## config.mk

```make
export PLATFORM = sky130hd
export DESIGN_NAME = frac_baud_gen
export DESIGN_NICKNAME = d
export VERILOG_FILES = /design/src/rtl/baud_gen_pkg.sv /design/src/rtl/baud_div_reg.sv /design/src/rtl/baud_phase_acc.sv /design/src/rtl/baud_bit_count.sv /design/src/rtl/frac_baud_gen.sv
export SDC_FILE = /design/constraint.sdc
export NUM_CORES = 1
export LEC_CHECK = 0
export ABC_AREA = 1
export BUFFER_PORTS_ARGS = -buffer_cell sky130_fd_sc_hd__buf_4
export CAP_MARGIN = 20
export CORE_MARGIN = 2
export CORE_UTILIZATION = 50
export DETAILED_ROUTE_END_ITERATION = 12
export GPL_TIMING_DRIVEN = 0
export PLACE_DENSITY = 0.69
export SLEW_MARGIN = 40
export SYNTH_ARGS = -nofsm -noshare
export SYNTH_HDL_FRONTEND = slang
export SYNTH_SLANG_ARGS = --single-unit
```

## constraint.sdc

```tcl
create_clock -name clk -period 5.1 [get_ports clk]
set_input_delay 0.51 -clock clk [delete_from_list [all_inputs] [get_ports clk]]
set_output_delay 0.51 -clock clk [all_outputs]
set_load 0.005 [all_outputs]
```

## src/rtl/baud_gen_pkg.sv

```systemverilog
// Shared constants and the operating-mode type of the fractional baud generator.
// Assumes: time is counted in units of 1/FRAC_DEN ns.
package baud_gen_pkg;

    localparam int unsigned BG_INT_W      = 24;    // integer-nanosecond field width
    localparam int unsigned BG_FRAC_W     = 8;     // fraction field width
    localparam int unsigned BG_FRAC_DEN   = 255;   // fraction denominator
    localparam int unsigned BG_CLK_NS     = 16;    // nanoseconds per reference clock
    localparam int unsigned BG_OVERSAMPLE = 16;    // sample ticks per serial bit
    localparam int unsigned BG_ADDR_W     = 8;     // byte address width of the window
    localparam int unsigned BG_DIV_OFS    = 'h54;  // divisor register byte offset

    // Mode picked from the programmed period
    typedef enum logic [1:0] {
        BG_IDLE   = 2'd0,   // integer field zero: no ticks
        BG_FAST   = 2'd1,   // period at most one clock: tick every clock
        BG_NORMAL = 2'd2    // period longer than one clock: carry remainder
    } bg_mode_e;

endpackage

```

## src/rtl/baud_div_reg.sv

```systemverilog
// Divisor register of the baud generator.
// Decodes a full-word write at DIV_OFS and holds the 32-bit divisor.
// Assumes: writes are always whole words; there is no read path.
module baud_div_reg #(
    parameter int unsigned ADDR_W = 8,
    parameter int unsigned DIV_W  = 32,
    parameter int unsigned DIV_OFS = 'h54
) (
    input  logic              clk,
    input  logic              rst_n,
    input  logic              wr_en,
    input  logic [ADDR_W-1:0] wr_addr,
    input  logic [DIV_W-1:0]  wr_data,
    output logic              load,
    output logic [DIV_W-1:0]  div_q
);

    localparam logic [ADDR_W-1:0] OFS = ADDR_W'(DIV_OFS);

    // Address match for the divisor word
    assign load = wr_en && (wr_addr == OFS);

    // Capture the divisor on a matching write
    always_ff @(posedge clk) begin
        if (!rst_n) begin
            div_q <= '0;
        end else if (load) begin
            div_q <= wr_data;
        end
    end

endmodule

```

## src/rtl/baud_phase_acc.sv

```systemverilog
// Phase accumulator of the baud generator.
// Adds STEP units of time per clock and emits a tick when the sum
// reaches the period, keeping the remainder (NORMAL mode). FAST mode
// ticks every clock with the phase held at zero. IDLE and load clear it.
// Assumes: the period only changes together with load.
module baud_phase_acc
    import baud_gen_pkg::*;
#(
    parameter int unsigned ACC_W = 33,
    parameter int unsigned STEP  = 4080
) (
    input  logic             clk,
    input  logic             rst_n,
    input  logic             load,
    input  bg_mode_e         mode,
    input  logic [ACC_W-1:0] period,
    output logic             tick_next,
    output logic             tick_q,
    output logic [ACC_W-1:0] acc_q
);

    localparam int unsigned SUM_W = ACC_W + 1;

    logic [SUM_W-1:0] sum;
    logic [SUM_W-1:0] rem;

    // Elapsed time after this clock, and what is left after one period
    assign sum = {1'b0, acc_q} + SUM_W'(STEP);
    assign rem = sum - {1'b0, period};

    // A tick is due when the elapsed time covers the period
    assign tick_next = !load && (mode != BG_IDLE) && (sum >= {1'b0, period});

    // Register the tick and advance or clear the phase
    always_ff @(posedge clk) begin
        if (!rst_n) begin
            acc_q  <= '0;
            tick_q <= 1'b0;
        end else begin
            tick_q <= tick_next;
            if (load || mode != BG_NORMAL) begin
                acc_q <= '0;
            end else if (tick_next) begin
                acc_q <= rem[ACC_W-1:0];
            end else begin
                acc_q <= sum[ACC_W-1:0];
            end
        end
    end

endmodule

```

## src/rtl/baud_bit_count.sv

```systemverilog
// Bit strobe of the baud generator.
// Counts sample ticks and raises the strobe with every OVERSAMPLE-th one.
// Assumes: tick_next is the combinational tick registered in step with it.
module baud_bit_count #(
    parameter int unsigned OVERSAMPLE = 16
) (
    input  logic clk,
    input  logic rst_n,
    input  logic clear,
    input  logic tick_next,
    output logic strobe_q
);

    generate
        if (OVERSAMPLE <= 1) begin : g_direct
            // Every tick is a bit boundary
            always_ff @(posedge clk) begin
                if (!rst_n || clear) begin
                    strobe_q <= 1'b0;
                end else begin
                    strobe_q <= tick_next;
                end
            end
        end else begin : g_count
            localparam int unsigned CNT_W = $clog2(OVERSAMPLE);
            localparam logic [CNT_W-1:0] LAST = CNT_W'(OVERSAMPLE - 1);

            logic [CNT_W-1:0] cnt_q;

            // Count ticks, wrap at LAST and strobe on the wrap
            always_ff @(posedge clk) begin
                if (!rst_n || clear) begin
                    cnt_q    <= '0;
                    strobe_q <= 1'b0;
                end else if (tick_next) begin
                    strobe_q <= (cnt_q == LAST);
                    cnt_q    <= (cnt_q == LAST) ? '0 : cnt_q + 1'b1;
                end else begin
                    strobe_q <= 1'b0;
                end
            end
        end
    endgenerate

endmodule

```

## src/rtl/frac_baud_gen.sv

```systemverilog
// Fractional nanosecond sample-tick generator (top).
// Turns a divisor in ns + 1/FRAC_DEN ns into a sample tick whose average
// spacing equals that period, plus a strobe every OVERSAMPLE ticks.
// Assumes: each clock represents CLK_NS nanoseconds.
module frac_baud_gen
    import baud_gen_pkg::*;
#(
    parameter int unsigned INT_W      = BG_INT_W,
    parameter int unsigned FRAC_W     = BG_FRAC_W,
    parameter int unsigned FRAC_DEN   = BG_FRAC_DEN,
    parameter int unsigned CLK_NS     = BG_CLK_NS,
    parameter int unsigned OVERSAMPLE = BG_OVERSAMPLE,
    parameter int unsigned ADDR_W     = BG_ADDR_W,
    parameter int unsigned DIV_OFS    = BG_DIV_OFS
) (
    input  logic                      clk,
    input  logic                      rst_n,
    input  logic                      wr_en,
    input  logic [ADDR_W-1:0]         wr_addr,
    input  logic [INT_W+FRAC_W-1:0]   wr_data,
    output logic                      sample_tick,
    output logic                      bit_strobe
);

    localparam int unsigned DIV_W = INT_W + FRAC_W;
    localparam int unsigned ACC_W = DIV_W + 1;
    localparam int unsigned STEP  = CLK_NS * FRAC_DEN;

    logic             load;
    logic [DIV_W-1:0] div_q;
    logic [INT_W-1:0] div_int;
    logic [FRAC_W-1:0] div_frac;
    logic [ACC_W-1:0] period_u;
    logic [ACC_W-1:0] acc_q;
    logic             tick_next;
    bg_mode_e         mode;

    baud_div_reg #(
        .ADDR_W (ADDR_W),
        .DIV_W  (DIV_W),
        .DIV_OFS(DIV_OFS)
    ) u_div (
        .clk    (clk),
        .rst_n  (rst_n),
        .wr_en  (wr_en),
        .wr_addr(wr_addr),
        .wr_data(wr_data),
        .load   (load),
        .div_q  (div_q)
    );

    // Split the divisor into its fields
    assign div_int  = div_q[DIV_W-1:FRAC_W];
    assign div_frac = div_q[FRAC_W-1:0];

    // Period in 1/FRAC_DEN ns units
    assign period_u = ACC_W'(div_int) * ACC_W'(FRAC_DEN) + ACC_W'(div_frac);

    // Pick the operating mode from the period
    always_comb begin
        if (div_int == '0) begin
            mode = BG_IDLE;
        end else if (period_u <= ACC_W'(STEP)) begin
            mode = BG_FAST;
        end else begin
            mode = BG_NORMAL;
        end
    end

    baud_phase_acc #(
        .ACC_W(ACC_W),
        .STEP (STEP)
    ) u_acc (
        .clk      (clk),
        .rst_n    (rst_n),
        .load     (load),
        .mode     (mode),
        .period   (period_u),
        .tick_next(tick_next),
        .tick_q   (sample_tick),
        .acc_q    (acc_q)
    );

    baud_bit_count #(
        .OVERSAMPLE(OVERSAMPLE)
    ) u_bits (
        .clk      (clk),
        .rst_n    (rst_n),
        .clear    (load || mode == BG_IDLE),
        .tick_next(tick_next),
        .strobe_q (bit_strobe)
    );

endmodule

```

==> impl_summary.md <==
Run status
The run finished, with violations left. The final reports fail on negative setup slack.

Power and ir drop
The worst-case vdd ir drop is about 0.00016 V. The power density normalized to cell area is between 100 and 150 mW/mm^2. Sequential cells burn between 20% and 30% of the power. The proportion of power drawn by combinational gates is approximately a third. For this design the static power due to leakage is between 7 and 8 nW. The reported net switching power is 0.000624 W. The clock share of power is 36.8%.

In this run switching power makes up 32.8% of total power. Internal power comes to between 0.001 and 0.0015 W.

Timing
The time the worst path needs with I/O delays and setup is slightly below 6 ns. The max-slew violation total from the final report is 0. Setup repair after global routing could not meet its margin everywhere.

The worst slew margin relative to its limit is between 40% and 50%. The number of hold-slack violations in the final timing report was 0. The worst slack on hold paths is ~0.43 ns. Timing would allow up to approximately 170 MHz. Clock skew on the completed layout was measured at approximately 0.0076 ns. Across all setup checks in the final design, the least slack found is -0.700 ns. For the pin with the worst max-slew slack, the measured transition is ~0.79 ns.

Setup violations remaining at the end of the flow were counted as 39. Dividing the final minimum period by the clock period gives 114%.

Synthesis
For this run, the leading register cell type out of synthesis is sky130_fd_sc_hd__dfxtp_1. Counting flops with a built-in enable in the synthesized netlist gives 0. Sorting the synthesized cells by how often they occur yields sky130_fd_sc_hd__inv_1 (363), sky130_fd_sc_hd__nand2_1 (303), sky130_fd_sc_hd__fa_1 (119). The average size of a mapped cell is ~7 um^2. The async set or reset register ratio after synthesis is 0%.

When the netlist entered floorplanning its net count stood at approximately 1800. After technology mapping, the gate count stands at roughly 1600. The post-synthesis cell area is roughly 0.011 mm^2. Sorting the synthesized cells by area gives the leading types as sky130_fd_sc_hd__fa_1 (21%), sky130_fd_sc_hd__dfxtp_1 (13%), sky130_fd_sc_hd__ha_1 (12%), sky130_fd_sc_hd__inv_1 (12%), sky130_fd_sc_hd__nand2_1 (10%). The top cell type's share of synthesized area is between 20% and 30%.

The Yosys step of the flow raised 0 warnings. The sequential area share after synthesis is 12.7%. The most common cell in the synthesized netlist is sky130_fd_sc_hd__inv_1. The synthesized design spends more area on one cell type than any other, namely sky130_fd_sc_hd__fa_1. The synthesized design contains 71 register bits. The synthesized netlist contains 44 unique library cells.

Worst setup path
The category of the most critical setup path is reg2reg. Data arrives at the worst endpoint at ~6.1 ns. The largest individual stage delay along the critical path comes from the cell sky130_fd_sc_hd__fa_2. Counting stages on the worst path, the most repeated cell is sky130_fd_sc_hd__nand2_2.

Across all register-to-register paths, the minimum setup slack is -0.70 ns. Data on the critical path is required at its endpoint by ~5.4 ns. In this design, the stage delay of the slowest critical-path cell is about 0.6 ns. The largest fanout on the critical path is 5.

The startpoint identified for the worst register-to-register timing path is u_div.div_q[12]. For the worst flop-to-flop path, the logic depth is 31. The critical path contains buffers and inverters numbering 7 combined. The endpoint identified for the worst register-to-register timing path is u_acc.acc_q[28]. The cell class contributing the biggest share of worst-path delay is adder cells. The worst setup path is launched from a register. The worst setup path is captured at a register.

Global routing
The total overflow left after global routing is 0. Across every metal layer, demand over resource in global routing totals between 20% and 30%. The number of global-route vias before repair was roughly 11000.

Entering global routing, the biggest net connects 13 pins. The global-route wire length before repair is a little over 50000 um. The initial antenna violation count is 0.

Die
The initialized floorplan defines 54 standard-cell rows. The area of the core is 0.0220 mm^2. The horizontal die dimension is 154 um. The die is ~150 um tall.

The number of top-level pins is 45. The effective utilization at floorplan is 51.2%. The total die area is ~0.024 mm^2.

CTS
TritonCTS built the clock tree. Clock tree synthesis inserted a total of 9 buffers. The clock-pin transition on the worst setup and hold timing paths is 0.06 ns. The CTS sink count is 71. The insertion delay to the later sink of the worst-skew pair is roughly 0.35 ns. In this run the deepest clock path goes through 2 buffers. The master cell of the clock root buffer is sky130_fd_sc_hd__clkbuf_16. In this run the number of H-tree levels came out at 3.

Placement
The detailed-placement wirelength estimate is about 24000 um. The weighted congestion at the end of routability-driven global placement is between 0.9 and 1. Once placement finished, the instance area stood at about 0.012 mm^2. The placement-stage worst setup slack is -1.10 ns. The number of buffers added on ports is 44.

Hold path
The path category of the worst min-delay check is in2reg. The path with the worst hold slack has its endpoint at u_div.div_q[13]. The startpoint identified for the worst hold timing path is wr_data[13].

The number of stages on the worst hold path is 3.

Routing
Once detail routing completed, the nets flagged for antenna violations numbered 0. The mean routed wirelength per cell is approximately 15 um. The detail-routed via count per cell is between 5 and 6. For this block, the routed nets add up to slightly above 30000 um of wire. The via count is between 10000 and 15000. The number of iterations in the first detailed-routing pass is 5.

For this run, design rule violations remaining after detail routing come to 0. The detailed router finished its first iteration with approximately 660 violations.

Layout
Cells with a size suffix above 1 make up around 28% of the layout. The total non-filler cell area in the finished layout is between 0.01 and 0.015 mm^2. The number of antenna repair diodes is 0.

The area growth from synthesis to final layout is 28.3%. The net count of the finished layout is ~2000.

Job
The max-capacitance violation count is 0.
logic make-up (layout without fill, tap and decap cells):
family | count (synthesis) | count (layout) | share of synthesized area (%)
AND/OR/NAND/NOR | 617 | 617 | 25.6
buffers and inverters | 388 | 529 | 13.4
adder cells (fa/ha/maj) | 231 | 231 | 33.7
AO/OA/AOI/OAI | 194 | 194 | 9.50
flip-flops | 71 | 71 | 12.7
XOR/XNOR | 66 | 66 | 5.15
cell usage in the layout (no fill, tap or decap), types with 10 or more instances in the layout:
cell type	synthesis	routed
sky130_fd_sc_hd__xor2_1	44	34
sky130_fd_sc_hd__clkbuf_16	0	10
sky130_fd_sc_hd__o21ai_0	58	47
sky130_fd_sc_hd__a21oi_4	0	11
sky130_fd_sc_hd__inv_2	1	36
sky130_fd_sc_hd__nand2_2	17	51
sky130_fd_sc_hd__nor2_1	115	95
sky130_fd_sc_hd__buf_4	1	113
sky130_fd_sc_hd__nand3_2	19	36
sky130_fd_sc_hd__inv_1	363	324
sky130_fd_sc_hd__nand3_1	79	56
sky130_fd_sc_hd__ha_1	112	73
sky130_fd_sc_hd__nor2_4	3	15
sky130_fd_sc_hd__a21oi_2	10	32
sky130_fd_sc_hd__dfxtp_1	71	47
sky130_fd_sc_hd__nor2_2	6	14
sky130_fd_sc_hd__fa_2	0	19
sky130_fd_sc_hd__nor3_1	15	15
sky130_fd_sc_hd__a21oi_1	101	68
sky130_fd_sc_hd__xnor2_1	22	17
sky130_fd_sc_hd__nand4_1	27	27
sky130_fd_sc_hd__ha_4	0	37
sky130_fd_sc_hd__fa_1	119	100
sky130_fd_sc_hd__dfxtp_4	0	17
sky130_fd_sc_hd__clkbuf_1	12	13
sky130_fd_sc_hd__nand2_1	303	262
worst min-delay path: cells and delay by family:
| family | cells | cell delay [ns] |
|---|---|---|
| compound gates | 2 | 0.17 |
| buf+inv | 1 | 0.07 |
sequential cells by signal (all words and copies together), names as in the netlist:
name / flops
u_acc.tick_q: 1
u_bits.strobe_q: 1
u_bits.g_count.cnt_q: 4
u_acc.acc_q: 33
u_div.div_q: 32
cell type report:
cell class	instances	area, um^2
tap	280	350
multi-input combinational	1108	9620
sequential	71	1490
buffer	23	168
clock buffer	12	268
timing repair buffer	125	1080
inverter	365	1380
clock inverter	4	50.0
fill	1821	7550
stage by stage:
stage,power [W],utilization (%),std cells,setup TNS [ns]
global placement,0.000980,56.8,1891,-36.73
CTS,0.00187,63.2,1960,-21.96
finish,0.00190,65.6,1988,-24.89
floorplan,0.000869,-,1567,-2.87
global route,0.00198,65.6,1988,-33.60
detailed placement,0.000985,56.8,1891,-39.19
how the worst max path moves through the flow:
| stage | from | end | slack, ns | cells past startpoint |
|---|---|---|---|---|
| finish | u_div.div_q[12] | u_acc.acc_q[28] | -0.70 | 31 |
| global route | u_div.div_q[14] | u_acc.acc_q[28] | -0.93 | 32 |
| CTS | u_div.div_q[14] | u_acc.acc_q[28] | -0.63 | 32 |
| detailed placement | u_div.div_q[13] | u_acc.acc_q[6] | -1.10 | 23 |
| global placement | u_div.div_q[11] | u_acc.acc_q[29] | -1.03 | 23 |
| floorplan | u_div.div_q[16] | u_acc.acc_q[28] | -0.12 | 29 |
power by group through the flow:
stage,clock network [W],logic [W],registers (W)
after floorplan,0,0.000302,0.000567
after global placement,0,0.000413,0.000568
after detailed placement,0,0.000417,0.000568
after CTS,0.000710,0.000606,0.000550
after global routing,0.000729,0.000702,0.000549
final,0.000700,0.000655,0.000549
metal layers:
layer,vias up,GRT usage (%),part of all wire (%)
met5,-,0,0
met1,5030,35.5,45
met4,0,6.81,2.1
li1,5144,-,-
met3,46,4.00,4.0
met2,198,47.0,49
repair_timing:
item | CTS | global route
pin swaps | 67 | 112
setup buffers | 48 | 30
setup endpoints to repair | 39 | 39
hold buffers | 0 | 0
cloned | 5 | 0
resized for setup | 147 | 89
Power figures use the tool's default switching activity.
